<file path="src/rtl/pix_seq_pkg.sv">
package pix_seq_pkg;
  function automatic int unsigned idx_w(int unsigned n);
    return (n < 2) ? 1 : $clog2(n);
  endfunction
endpackage

</file>
<file path="src/rtl/pix_scan_counter.sv">
module pix_scan_counter #(
  parameter int unsigned NPIX = 24,
  parameter int unsigned AW   = 5
) (
  input  logic          clk_i,
  input  logic          rst_ni,
  input  logic          adv_i,
  output logic [AW-1:0] addr_o,
  output logic          wrap_o,
  output logic          frame_start_o
);
  localparam logic [AW-1:0] LAST = AW'(NPIX - 1);

  logic [AW-1:0] addr_q;
  logic          fs_q;

  assign wrap_o        = adv_i && (addr_q == LAST);
  assign addr_o        = addr_q;
  assign frame_start_o = fs_q;

  always_ff @(posedge clk_i or negedge rst_ni) begin
    if (!rst_ni) begin
      addr_q <= '0;
      fs_q   <= 1'b0;
    end else begin
      fs_q <= wrap_o;
      if (adv_i) addr_q <= (addr_q == LAST) ? '0 : addr_q + AW'(1);
    end
  end

  AST_SCAN_STEP: assert property (@(posedge clk_i) disable iff (!rst_ni)
    (adv_i && addr_q != LAST) |=> addr_q == $past(addr_q) + AW'(1));
  AST_SCAN_WRAP: assert property (@(posedge clk_i) disable iff (!rst_ni)
    (adv_i && addr_q == LAST) |=> addr_q == '0);
  AST_SCAN_HOLD: assert property (@(posedge clk_i) disable iff (!rst_ni)
    !adv_i |=> $stable(addr_q));
  AST_FS_AT_ZERO: assert property (@(posedge clk_i) disable iff (!rst_ni)
    fs_q |-> addr_q == '0);
  AST_FS_SINGLE: assert property (@(posedge clk_i) disable iff (!rst_ni)
    fs_q |=> !fs_q);
endmodule

</file>
<file path="src/rtl/pix_offset_ctrl.sv">
module pix_offset_ctrl #(
  parameter int unsigned NPIX = 24,
  parameter int unsigned AW   = 5,
  parameter int unsigned CW   = 5
) (
  input  logic          clk_i,
  input  logic          rst_ni,
  input  logic          adv_i,
  input  logic          wrap_i,
  input  logic [AW-1:0] offset_i,
  output logic [AW-1:0] eff_off_o,
  output logic          warm_o
);
  localparam logic [AW-1:0] OFF_MAX = AW'(NPIX - 1);
  localparam logic [CW-1:0] CNT_SAT = CW'(NPIX);

  logic [AW-1:0] req_off;
  logic [AW-1:0] off_q;
  logic          started_q;
  logic [CW-1:0] cnt_q;
  logic          load;

  always_comb begin
    if (offset_i == '0)          req_off = AW'(1);
    else if (offset_i > OFF_MAX) req_off = OFF_MAX;
    else                         req_off = offset_i;
  end

  assign eff_off_o = started_q ? off_q : req_off;
  assign load      = (adv_i && !started_q) || wrap_i;
  assign warm_o    = cnt_q >= CW'(eff_off_o);

  always_ff @(posedge clk_i or negedge rst_ni) begin
    if (!rst_ni) begin
      off_q     <= AW'(1);
      started_q <= 1'b0;
      cnt_q     <= '0;
    end else begin
      if (load) off_q <= req_off;
      if (adv_i) started_q <= 1'b1;
      if (adv_i && cnt_q < CNT_SAT) cnt_q <= cnt_q + CW'(1);
    end
  end

  AST_OFF_RANGE: assert property (@(posedge clk_i) disable iff (!rst_ni)
    eff_off_o != '0 && eff_off_o <= OFF_MAX);
  AST_OFF_FRAME_STABLE: assert property (@(posedge clk_i) disable iff (!rst_ni)
    (started_q && !wrap_i) |=> $stable(eff_off_o));
  AST_WARM_STICKY: assert property (@(posedge clk_i) disable iff (!rst_ni)
    (warm_o && started_q && !wrap_i) |=> warm_o);
endmodule

</file>
<file path="src/rtl/pix_addr_decoder.sv">
module pix_addr_decoder #(
  parameter int unsigned ROWS = 4,
  parameter int unsigned COLS = 6,
  parameter int unsigned AW   = 5
) (
  input  logic            en_i,
  input  logic [AW-1:0]   addr_i,
  output logic [ROWS-1:0] row_o,
  output logic [COLS-1:0] col_o
);
  int unsigned row_idx, col_idx;

  always_comb begin
    row_idx = 32'(addr_i) / COLS;
    col_idx = 32'(addr_i) % COLS;
    for (int unsigned r = 0; r < ROWS; r++) row_o[r] = en_i && (row_idx == r);
    for (int unsigned c = 0; c < COLS; c++) col_o[c] = en_i && (col_idx == c);
  end
endmodule

</file>
<file path="src/rtl/pix_scan_seq.sv">
module pix_scan_seq
  import pix_seq_pkg::*;
#(
  parameter int unsigned ROWS = 4,
  parameter int unsigned COLS = 6,
  localparam int unsigned NPIX = ROWS * COLS,
  localparam int unsigned AW   = idx_w(NPIX),
  localparam int unsigned CW   = idx_w(NPIX + 1)
) (
  input  logic            clk_i,
  input  logic            rst_ni,
  input  logic            en_i,
  input  logic [AW-1:0]   offset_i,
  output logic [ROWS-1:0] rst_row_o,
  output logic [COLS-1:0] rst_col_o,
  output logic [ROWS-1:0] rd_row_o,
  output logic [COLS-1:0] rd_col_o,
  output logic            pix_valid_o,
  output logic            frame_start_o
);
  logic [AW-1:0] rd_addr, rst_addr, eff_off;
  logic [AW:0]   addr_sum;
  logic          wrap, warm;

  pix_scan_counter #(.NPIX(NPIX), .AW(AW)) i_cnt (
    .clk_i, .rst_ni, .adv_i(en_i), .addr_o(rd_addr),
    .wrap_o(wrap), .frame_start_o
  );

  pix_offset_ctrl #(.NPIX(NPIX), .AW(AW), .CW(CW)) i_off (
    .clk_i, .rst_ni, .adv_i(en_i), .wrap_i(wrap), .offset_i,
    .eff_off_o(eff_off), .warm_o(warm)
  );

  // reset pointer runs ahead of read pointer, modulo array size
  always_comb begin
    addr_sum = {1'b0, rd_addr} + {1'b0, eff_off};
    if (addr_sum >= (AW+1)'(NPIX)) addr_sum = addr_sum - (AW+1)'(NPIX);
    rst_addr = addr_sum[AW-1:0];
  end

  assign pix_valid_o = en_i && warm;

  pix_addr_decoder #(.ROWS(ROWS), .COLS(COLS), .AW(AW)) i_dec_rst (
    .en_i(en_i), .addr_i(rst_addr), .row_o(rst_row_o), .col_o(rst_col_o)
  );

  pix_addr_decoder #(.ROWS(ROWS), .COLS(COLS), .AW(AW)) i_dec_rd (
    .en_i(pix_valid_o), .addr_i(rd_addr), .row_o(rd_row_o), .col_o(rd_col_o)
  );

  AST_RST_ONEHOT: assert property (@(posedge clk_i) disable iff (!rst_ni)
    en_i |-> ($countones(rst_row_o) == 1 && $countones(rst_col_o) == 1));
  AST_RD_ONEHOT: assert property (@(posedge clk_i) disable iff (!rst_ni)
    pix_valid_o |-> ($countones(rd_row_o) == 1 && $countones(rd_col_o) == 1));
  AST_DISTINCT_PIX: assert property (@(posedge clk_i) disable iff (!rst_ni)
    pix_valid_o |-> !(rst_row_o == rd_row_o && rst_col_o == rd_col_o));
  AST_RD_BLANK: assert property (@(posedge clk_i) disable iff (!rst_ni)
    !pix_valid_o |-> (rd_row_o == '0 && rd_col_o == '0));
  AST_IDLE_BLANK: assert property (@(posedge clk_i) disable iff (!rst_ni)
    !en_i |-> (rst_row_o == '0 && rst_col_o == '0 && !pix_valid_o));
endmodule

</file>
<file path="config.mk">
export PLATFORM = sky130hd
export DESIGN_NAME = pix_scan_seq
export DESIGN_NICKNAME = d
export VERILOG_FILES = /design/src/rtl/pix_seq_pkg.sv /design/src/rtl/pix_scan_counter.sv /design/src/rtl/pix_offset_ctrl.sv /design/src/rtl/pix_addr_decoder.sv /design/src/rtl/pix_scan_seq.sv
export SDC_FILE = /design/constraint.sdc
export NUM_CORES = 1
export LEC_CHECK = 0
export BUFFER_PORTS_ARGS = -buffer_cell sky130_fd_sc_hd__clkbuf_2
export CAP_MARGIN = 20
export CELL_PAD_IN_SITES_DETAIL_PLACEMENT = 1
export CELL_PAD_IN_SITES_GLOBAL_PLACEMENT = 1
export CORE_MARGIN = 4
export CORE_UTILIZATION = 41
export CTS_CLUSTER_DIAMETER = 100
export DETAILED_ROUTE_END_ITERATION = 10
export GPL_TIMING_DRIVEN = 0
export PLACE_DENSITY = 0.88
export SLEW_MARGIN = 25
export SYNTH_ARGS = -nofsm -noshare
export SYNTH_HDL_FRONTEND = slang
export SYNTH_HIERARCHICAL = 1
export SYNTH_SLANG_ARGS = --single-unit
export TNS_END_PERCENT = 30
</file>
<file path="constraint.sdc">
create_clock -name clk_i -period 4.24 [get_ports clk_i]
set_input_delay 0.212 -clock clk_i [delete_from_list [all_inputs] [get_ports clk_i]]
set_output_delay 0.212 -clock clk_i [all_outputs]
set_load 0.01 [all_outputs]
</file>
After elaboration in Yosys (flattened, before gate mapping)

Cells that the tools add are included.

Shift operators: 0
Divide/modulo/power cells: 4
Reductions and logical operators: 31
Eq/ne operators: 17
Magnitude comparators: 4
$mul: 0
$add $sub $neg: 4
Bitwise operators: 0
Multiplexer cells: 5

Operator list:

| kind                                                                     | number |
|---|---|
| 32-bit by 2-bit == test with 1-bit output (second input constant)        | 8 |
| 32-bit by 1-bit == test with 1-bit output (second input constant)        | 4 |
| 32-bit by 3-bit == test with 1-bit output (second input constant)        | 4 |
| 32-bit logical NOT                                                       | 4 |
| 5-bit by 3-bit divider with 32-bit output (second input constant)        | 2 |
| 5-bit by 3-bit remainder unit with 32-bit output (second input constant) | 2 |
| 5-bit 2-to-1 mux                                                         | 5 |
| 1-bit logical AND                                                        | 24 |
| 5-bit by 1-bit adder with 5-bit output (second input constant)           | 2 |
| 5-bit by 5-bit adder with 6-bit output                                   | 1 |
| 6-bit by 5-bit >= comparator with 1-bit output (second input constant)   | 1 |
| 5-bit == test (second input constant)                                    | 1 |
| 5-bit >= comparator                                                      | 1 |
| 5-bit greater-than comparator (second input constant)                    | 1 |
| 5-bit logical NOT                                                        | 1 |
| 5-bit less-than comparator (second input constant)                       | 1 |
| 5-bit subtractor (second input constant)                                 | 1 |
| 1-bit logical NOT                                                        | 1 |
| 1-bit logical OR                                                         | 1 |

Memories: 0
Bits in read-only memories: 0
RAM bits: 0
Register bits: 17
Bits in latches: 0
Input bits: 8

Logic depth before layout (Yosys ltp)

Depth in word-level cells: 10
Gate-level depth with buffers: 21

Modules after synthesis

The synthesis kept the hierarchy.

By module, submodules not included:

| module           | cells an instance | times used | seq. area each (µm²) | area each (µm²) |
|---|---|---|---|---|
| pix_addr_decoder | 63                | 2          | 0.0                  | 508.0 |
| pix_offset_ctrl  | 57                | 1          | 276.5                | 649.4 |
| pix_scan_seq     | 42                | 1          | 0.0                  | 327.8 |
| pix_scan_counter | 20                | 1          | 150.1                | 261.5 |

Least setup slack after synthesis

Ideal clock, no wire load.

Path type: flip-flop to output port
Start: register i_off.started_q
End: output port rst_col_o[4]
Slack: -0.481 ns
Cell stages (with the launch flop): 21
Arrival time: 4.509 ns
Buffers on the path: 2
Data required time: 4.028 ns
Cell sequence: dfrtp_1 > inv_2 > mux2_2 > ha_1 > fa_1 > nand2_1 > mux2_2 > a31oi_1 > o22ai_1 > buf_4 > clkbuf_1 > ha_1 > and3b_1 > a21oi_1 > o22ai_1 > ha_1 > nand3b_1 > a221oi_1 > a2111oi_4 > nand2_1 > nor3_1

Word-level cells in the longest chain between the ends: 7
Elaborated cells on any way between the ends: 8
Classes of those cells: 2 x add/sub; 1 x div; 1 x order compare; 1 x eq/ne; 2 x mux; 1 x reduce/logical

Ends and longest elaborated chain:

| element                                                                            | line                   | RTL |
|---|---|---|
| start, declared                                                                    | pix_offset_ctrl.sv:19  | `logic started_q;` |
| start signal, assigned                                                             | pix_offset_ctrl.sv:36  | `started_q <= 1'b0;` |
| start signal, assigned                                                             | pix_offset_ctrl.sv:40  | `if (adv_i) started_q <= 1'b1;` |
| 5-bit 2-to-1 mux *                                                                 | pix_offset_ctrl.sv:29  | `assign eff_off_o = started_q ? off_q : req_off;` |
| net eff_off[0]                                                                     | pix_scan_seq.sv:21     | `logic [AW-1:0] rd_addr, rst_addr, eff_off;` |
| 5-bit by 5-bit adder with 6-bit output *                                           | pix_scan_seq.sv:37     | `addr_sum = {1'b0, rd_addr} + {1'b0, eff_off};` |
| 5-bit subtractor or 6-bit by 5-bit >= comparator with 1-bit output (tied branches) | pix_scan_seq.sv:38     | `if (addr_sum >= (AW+1)'(NPIX)) addr_sum = addr_sum - (AW+1)'(NPIX);` |
| 5-bit 2-to-1 mux *                                                                 | pix_scan_seq.sv:38     |  |
| net addr_sum[3]                                                                    | pix_scan_seq.sv:22     | `logic [AW:0] addr_sum;` |
| 5-bit by 3-bit remainder unit with 32-bit output *                                 | pix_addr_decoder.sv:15 | `col_idx = 32'(addr_i) % COLS;` |
| 32-bit by 3-bit == test with 1-bit output *                                        | pix_addr_decoder.sv:17 | `for (int unsigned c = 0; c < COLS; c++) col_o[c] = en_i && (col_idx == c);` |
| 1-bit logical AND *                                                                | pix_addr_decoder.sv:17 |  |
| end, declared                                                                      | pix_scan_seq.sv:15     | `output logic [COLS-1:0] rst_col_o,` |

Mark *: on every way through the listed nets, which the timed path passes. The rest lies on a longest branch.

Worst setup path in the final report

Same ends and word-level chain as after synthesis.

==> metrics.txt <==
# TYPE chip_impl_metric gauge
chip_impl_metric{name="drt_first_pass_iters",unit=""} 4
chip_impl_metric{name="proportion_of_synthesized_chip_area_in_sequential_cells",unit="%"} 18.9
chip_impl_metric{name="place.port_buffers",unit=""} 29
chip_impl_metric{name="die_width",unit="µm"} 82.2
chip_impl_metric{name="max_cap_violations",unit=""} 0
chip_impl_info{name="path_cells",value="inv_2 > mux2_4 > ha_4 > fa_2 > nand2_2 > mux2_4 > a31oi_4 > o22ai_4 > buf_6 > buf_6 > ha_4 > and3b_2 > a21oi_4 > o22ai_4 > ha_4 > nand3b_1 > a221oi_2 > a2111oi_4 > nand2_1 > nor3_2 > clkbuf_2"} 1
chip_impl_metric{name="routed-via-count",unit=""} 2100
chip_impl_metric{name="remaining_global_route_overflow",unit=""} 0
chip_impl_info{name="failing_checks",value="negative setup slack"} 1
chip_impl_metric{name="chipHeight",unit="µm"} 82.2
chip_impl_metric{name="clk_path_buf_depth",unit=""} 2
chip_impl_metric{name="drt-wirelength-per-cell",unit="µm"} 17.8
chip_impl_metric{name="post_synth_instance_area",unit="µm²"} 2250
chip_impl_metric{name="cts-buffers-inserted",unit=""} 3
chip_impl_metric{name="warnings_synthesis",unit=""} 6
chip_impl_info{name="layout_common_cells",value="sky130_fd_sc_hd__clkbuf_2, sky130_fd_sc_hd__nand2_1, sky130_fd_sc_hd__dfrtp_1"} 1
chip_impl_info{name="ctsRootBufferMaster",value="sky130_fd_sc_hd__clkbuf_8"} 1
chip_impl_metric{name="cts_htree_levels",unit=""} 1
chip_impl_metric{name="diodes",unit=""} 0
chip_impl_metric{name="synth-edff-count",unit=""} 0
chip_impl_metric{name="design_area",unit="µm²"} 2930
chip_impl_metric{name="rows",unit=""} 26
chip_impl_metric{name="post_dp_cell_area",unit="µm²"} 2570
chip_impl_metric{name="antenna_found_initial",unit=""} 0
chip_impl_info{name="timing.critical_path.max_delay_family",value="adder cells"} 1
chip_impl_metric{name="drt_iter0_markers",unit=""} 131
chip_impl_metric{name="postLayoutSetupSlackWorst",unit="ns"} -0.529
chip_impl_info{name="worst_hold_path_type",value="input port to register"} 1
chip_impl_metric{name="routabilityCongestion",unit=""} 0.767
chip_impl_metric{name="path_max_fanout",unit=""} 5
chip_impl_metric{name="met3_wirelength",unit="µm"} 178
chip_impl_metric{name="floorplan.initialDensity",unit="%"} 43.3
chip_impl_metric{name="synthToLayoutAreaGrowth",unit="%"} 30.1
chip_impl_metric{name="asyncSetResetFlopFracSynth",unit="%"} 100
chip_impl_metric{name="grt_first_pass_wirelength",unit="µm"} 10600
chip_impl_metric{name="number_of_max_slew_violations_in_the_final_report",unit=""} 0
chip_impl_info{name="critical_path.endpoint_type",value="output pin"} 1
chip_impl_metric{name="path_clk_slew",unit="ns"} 0.06
chip_impl_info{name="timing.setup.critical_path_class",value="register to output pin"} 1
chip_impl_metric{name="layout_cells_sized_above_1",unit="%"} 42.9
chip_impl_metric{name="hpwlAfterDp",unit="µm"} 4440
chip_impl_info{name="status",value="complete, but fails checks"} 1
chip_impl_metric{name="drtAntennaViolNets",unit=""} 0
chip_impl_metric{name="yosysUniqueCellTypes",unit=""} 66
chip_impl_info{name="synth_top_family_by_area",value="simple AND/OR/NAND/NOR gates"} 1
chip_impl_metric{name="core_region_area",unit="µm²"} 5200
chip_impl_info{name="cp_common_cell",value="sky130_fd_sc_hd__ha_4"} 1
chip_impl_info{name="post-synth-top-area-cell",value="sky130_fd_sc_hd__dfrtp_1"} 1
chip_impl_metric{name="remaining_drc_errors",unit=""} 0
chip_impl_metric{name="grt_start_max_net_pins",unit=""} 18
chip_impl_metric{name="cts_sinks",unit=""} 17
chip_impl_metric{name="worst_skew_pair.late_latency",unit="ns"} 0.26
chip_impl_info{name="timing.critical_path.slowest_stage_cell",value="sky130_fd_sc_hd__dfrtp_1"} 1
chip_impl_metric{name="synthAdderAreaFrac",unit="%"} 10.8
chip_impl_metric{name="timing.critical_path.required",unit="ns"} 4.03
chip_impl_info{name="tritoncts",value="done"} 1
chip_impl_metric{name="slew_headroom",unit="%"} 65.8
chip_impl_metric{name="fmax",unit="GHz"} 0.210
chip_impl_metric{name="post_synthesis_compound_gate_area_fraction",unit="%"} 20.0
chip_impl_metric{name="die_area",unit="µm²"} 6750
chip_impl_metric{name="min_period_over_period",unit="%"} 112
chip_impl_metric{name="post_syn_instances",unit=""} 245
chip_impl_metric{name="worst-path-buf-inv",unit=""} 4
chip_impl_metric{name="finalNetCount",unit=""} 322
chip_impl_metric{name="fin_worst_hold_slack",unit="ns"} 0.298
chip_impl_info{name="synth.top_cells.by_area",value="sky130_fd_sc_hd__dfrtp_1, sky130_fd_sc_hd__ha_1, sky130_fd_sc_hd__mux2i_1, sky130_fd_sc_hd__mux2_2, sky130_fd_sc_hd__xnor2_1"} 1
chip_impl_metric{name="syn_nets",unit=""} 270
chip_impl_metric{name="number_of_i_o_pins",unit=""} 30
chip_impl_metric{name="grtUsageTotal",unit="%"} 20.0
chip_impl_metric{name="critical_path.max_stage_delay",unit="ns"} 0.42
chip_impl_metric{name="critical_path_arrival",unit="ns"} 4.56
chip_impl_metric{name="met1_length",unit="µm"} 2890
chip_impl_info{name="mostFrequentLayoutCell",value="sky130_fd_sc_hd__clkbuf_2"} 1
chip_impl_metric{name="timing.final.crit_period",unit="ns"} 4.77
chip_impl_metric{name="worst_max_slew_pin_slew",unit="ns"} 0.507
chip_impl_metric{name="synthesis.area_per_instance",unit="µm²"} 9.20
chip_impl_metric{name="wl_met2",unit="µm"} 3340
chip_impl_metric{name="final-hold-violation-count",unit=""} 0
chip_impl_metric{name="post-place-ws",unit="ns"} -0.672
chip_impl_metric{name="post_synth_xor_area_fraction",unit="%"} 4.27
chip_impl_metric{name="wl",unit="µm"} 6500
chip_impl_metric{name="post_synth_mux_area_share",unit="%"} 9.32
chip_impl_info{name="highest_signal_layer",value="met4"} 1
chip_impl_metric{name="fin_skew",unit="ns"} 0.00440
chip_impl_info{name="cp-start-kind",value="register"} 1
chip_impl_info{name="setup_repair_after_global_routing_missed_its_margin",value="true"} 1
chip_impl_info{name="most_frequently_used_flop_master_after_synthesis",value="sky130_fd_sc_hd__dfrtp_1"} 1
chip_impl_metric{name="via_per_inst",unit=""} 5.74
chip_impl_metric{name="post-synth-top-area-fraction",unit="%"} 17.8
chip_impl_metric{name="setup-violations-final",unit=""} 6
chip_impl_metric{name="grt_pass1_vias",unit=""} 2187
chip_impl_metric{name="synth-simple-area-share",unit="%"} 29.6
chip_impl_metric{name="synth.ff_latch_count",unit=""} 17
[registers in the layout, indices dropped and copies added (netlist names)]
| signal | cells |
|---|---|
| i_off/off_q | 5 |
| i_off/cnt_q | 5 |
| i_cnt/frame_start_o | 1 |
| i_cnt/addr_o | 5 |
| i_off/started_q | 1 |
[worst reg2reg max path, stage by stage (launching register included)]
cell                      delay, ns
sky130_fd_sc_hd__dfrtp_1       0.60
sky130_fd_sc_hd__ha_1          0.29
sky130_fd_sc_hd__nand3_2       0.14
sky130_fd_sc_hd__nor3b_4       0.36
sky130_fd_sc_hd__a21oi_4       0.09
sky130_fd_sc_hd__mux2_2        0.29
[cell type report]
| class | count | area [µm²] |
|---|---|---|
| plain buffers | 15 | 128 |
| clock buffers | 4 | 45.0 |
| fillers | 594 | 2270 |
| inverters | 12 | 45.0 |
| multi-input cells | 201 | 1910 |
| flip-flops and latches | 17 | 427 |
| well taps | 70 | 87.6 |
| repair buffers | 47 | 294 |
[per-layer routing]
layer / track usage, % / vias to the layer above
met3: 1.19 / 9
li1: - / 1014
met4: 6.48 / 0
met5: 0 / -
met1: 25.8 / 1034
met2: 35.5 / 43
[synthesized netlist by cell type (all sizes together) (3+ instances only)]
master  count
xnor2       9
and4b       4
inv        12
and3b       4
a21oi       8
clkbuf      5
nand2      18
nor2b       8
mux2       10
nand4       4
nand3       8
nor3        6
or2         4
a31oi       6
nand2b      6
nand3b      4
and3        4
ha         16
buf        10
dfrtp      16
a221oi      3
mux2i       9
a21o        4
o22ai       3
nor2       12
o21ai       7
nor3b       7
and4bb      4
[worst paths after layout]
path	start	to	slack, ns	cells past startpoint
max in group asynchronous	rst_ni	i_off/off_q[0]	3.45	2
min	offset_i[4]	i_off/off_q[4]	0.30	2
min in group asynchronous	rst_ni	i_off/off_q[4]	0.45	2
max	i_off/started_q	rst_col_o[4]	-0.53	21
max reg2reg	i_cnt/addr_o[0]	i_off/off_q[2]	2.36	5
min reg2reg	i_off/off_q[4]	i_off/off_q[4]	0.53	1
[timing repair]
| action | CTS | global route |
|---|---|---|
| setup buffers | 12 | 5 |
| setup endpoints to repair | 8 | 9 |
| hold endpoints to repair | 16 | 0 |
| pin swaps | 14 | 5 |
| hold buffers | 1 | 0 |
| gates resized for setup | 23 | 13 |
[per-stage QoR]
stage               util (%)  std cells  setup TNS, ns
CTS                     54.6        361          -2.76
floorplan                  -        245         -0.609
global placement        49.3        344          -3.10
detailed placement      49.3        344          -3.78
global route            56.3        366          -4.35
finish                  56.3        366          -3.05
[cell families after synthesis]
group / after synthesis
compound gates: 49
fa+ha+maj: 19
mux: 19
flops: 17
buf+inv: 27
xor+xnor: 11
simple gates: 103
Power is left out: the tool's default activity adds up to more than one toggle a clock period on the data nets, which glitch-free logic cannot reach.
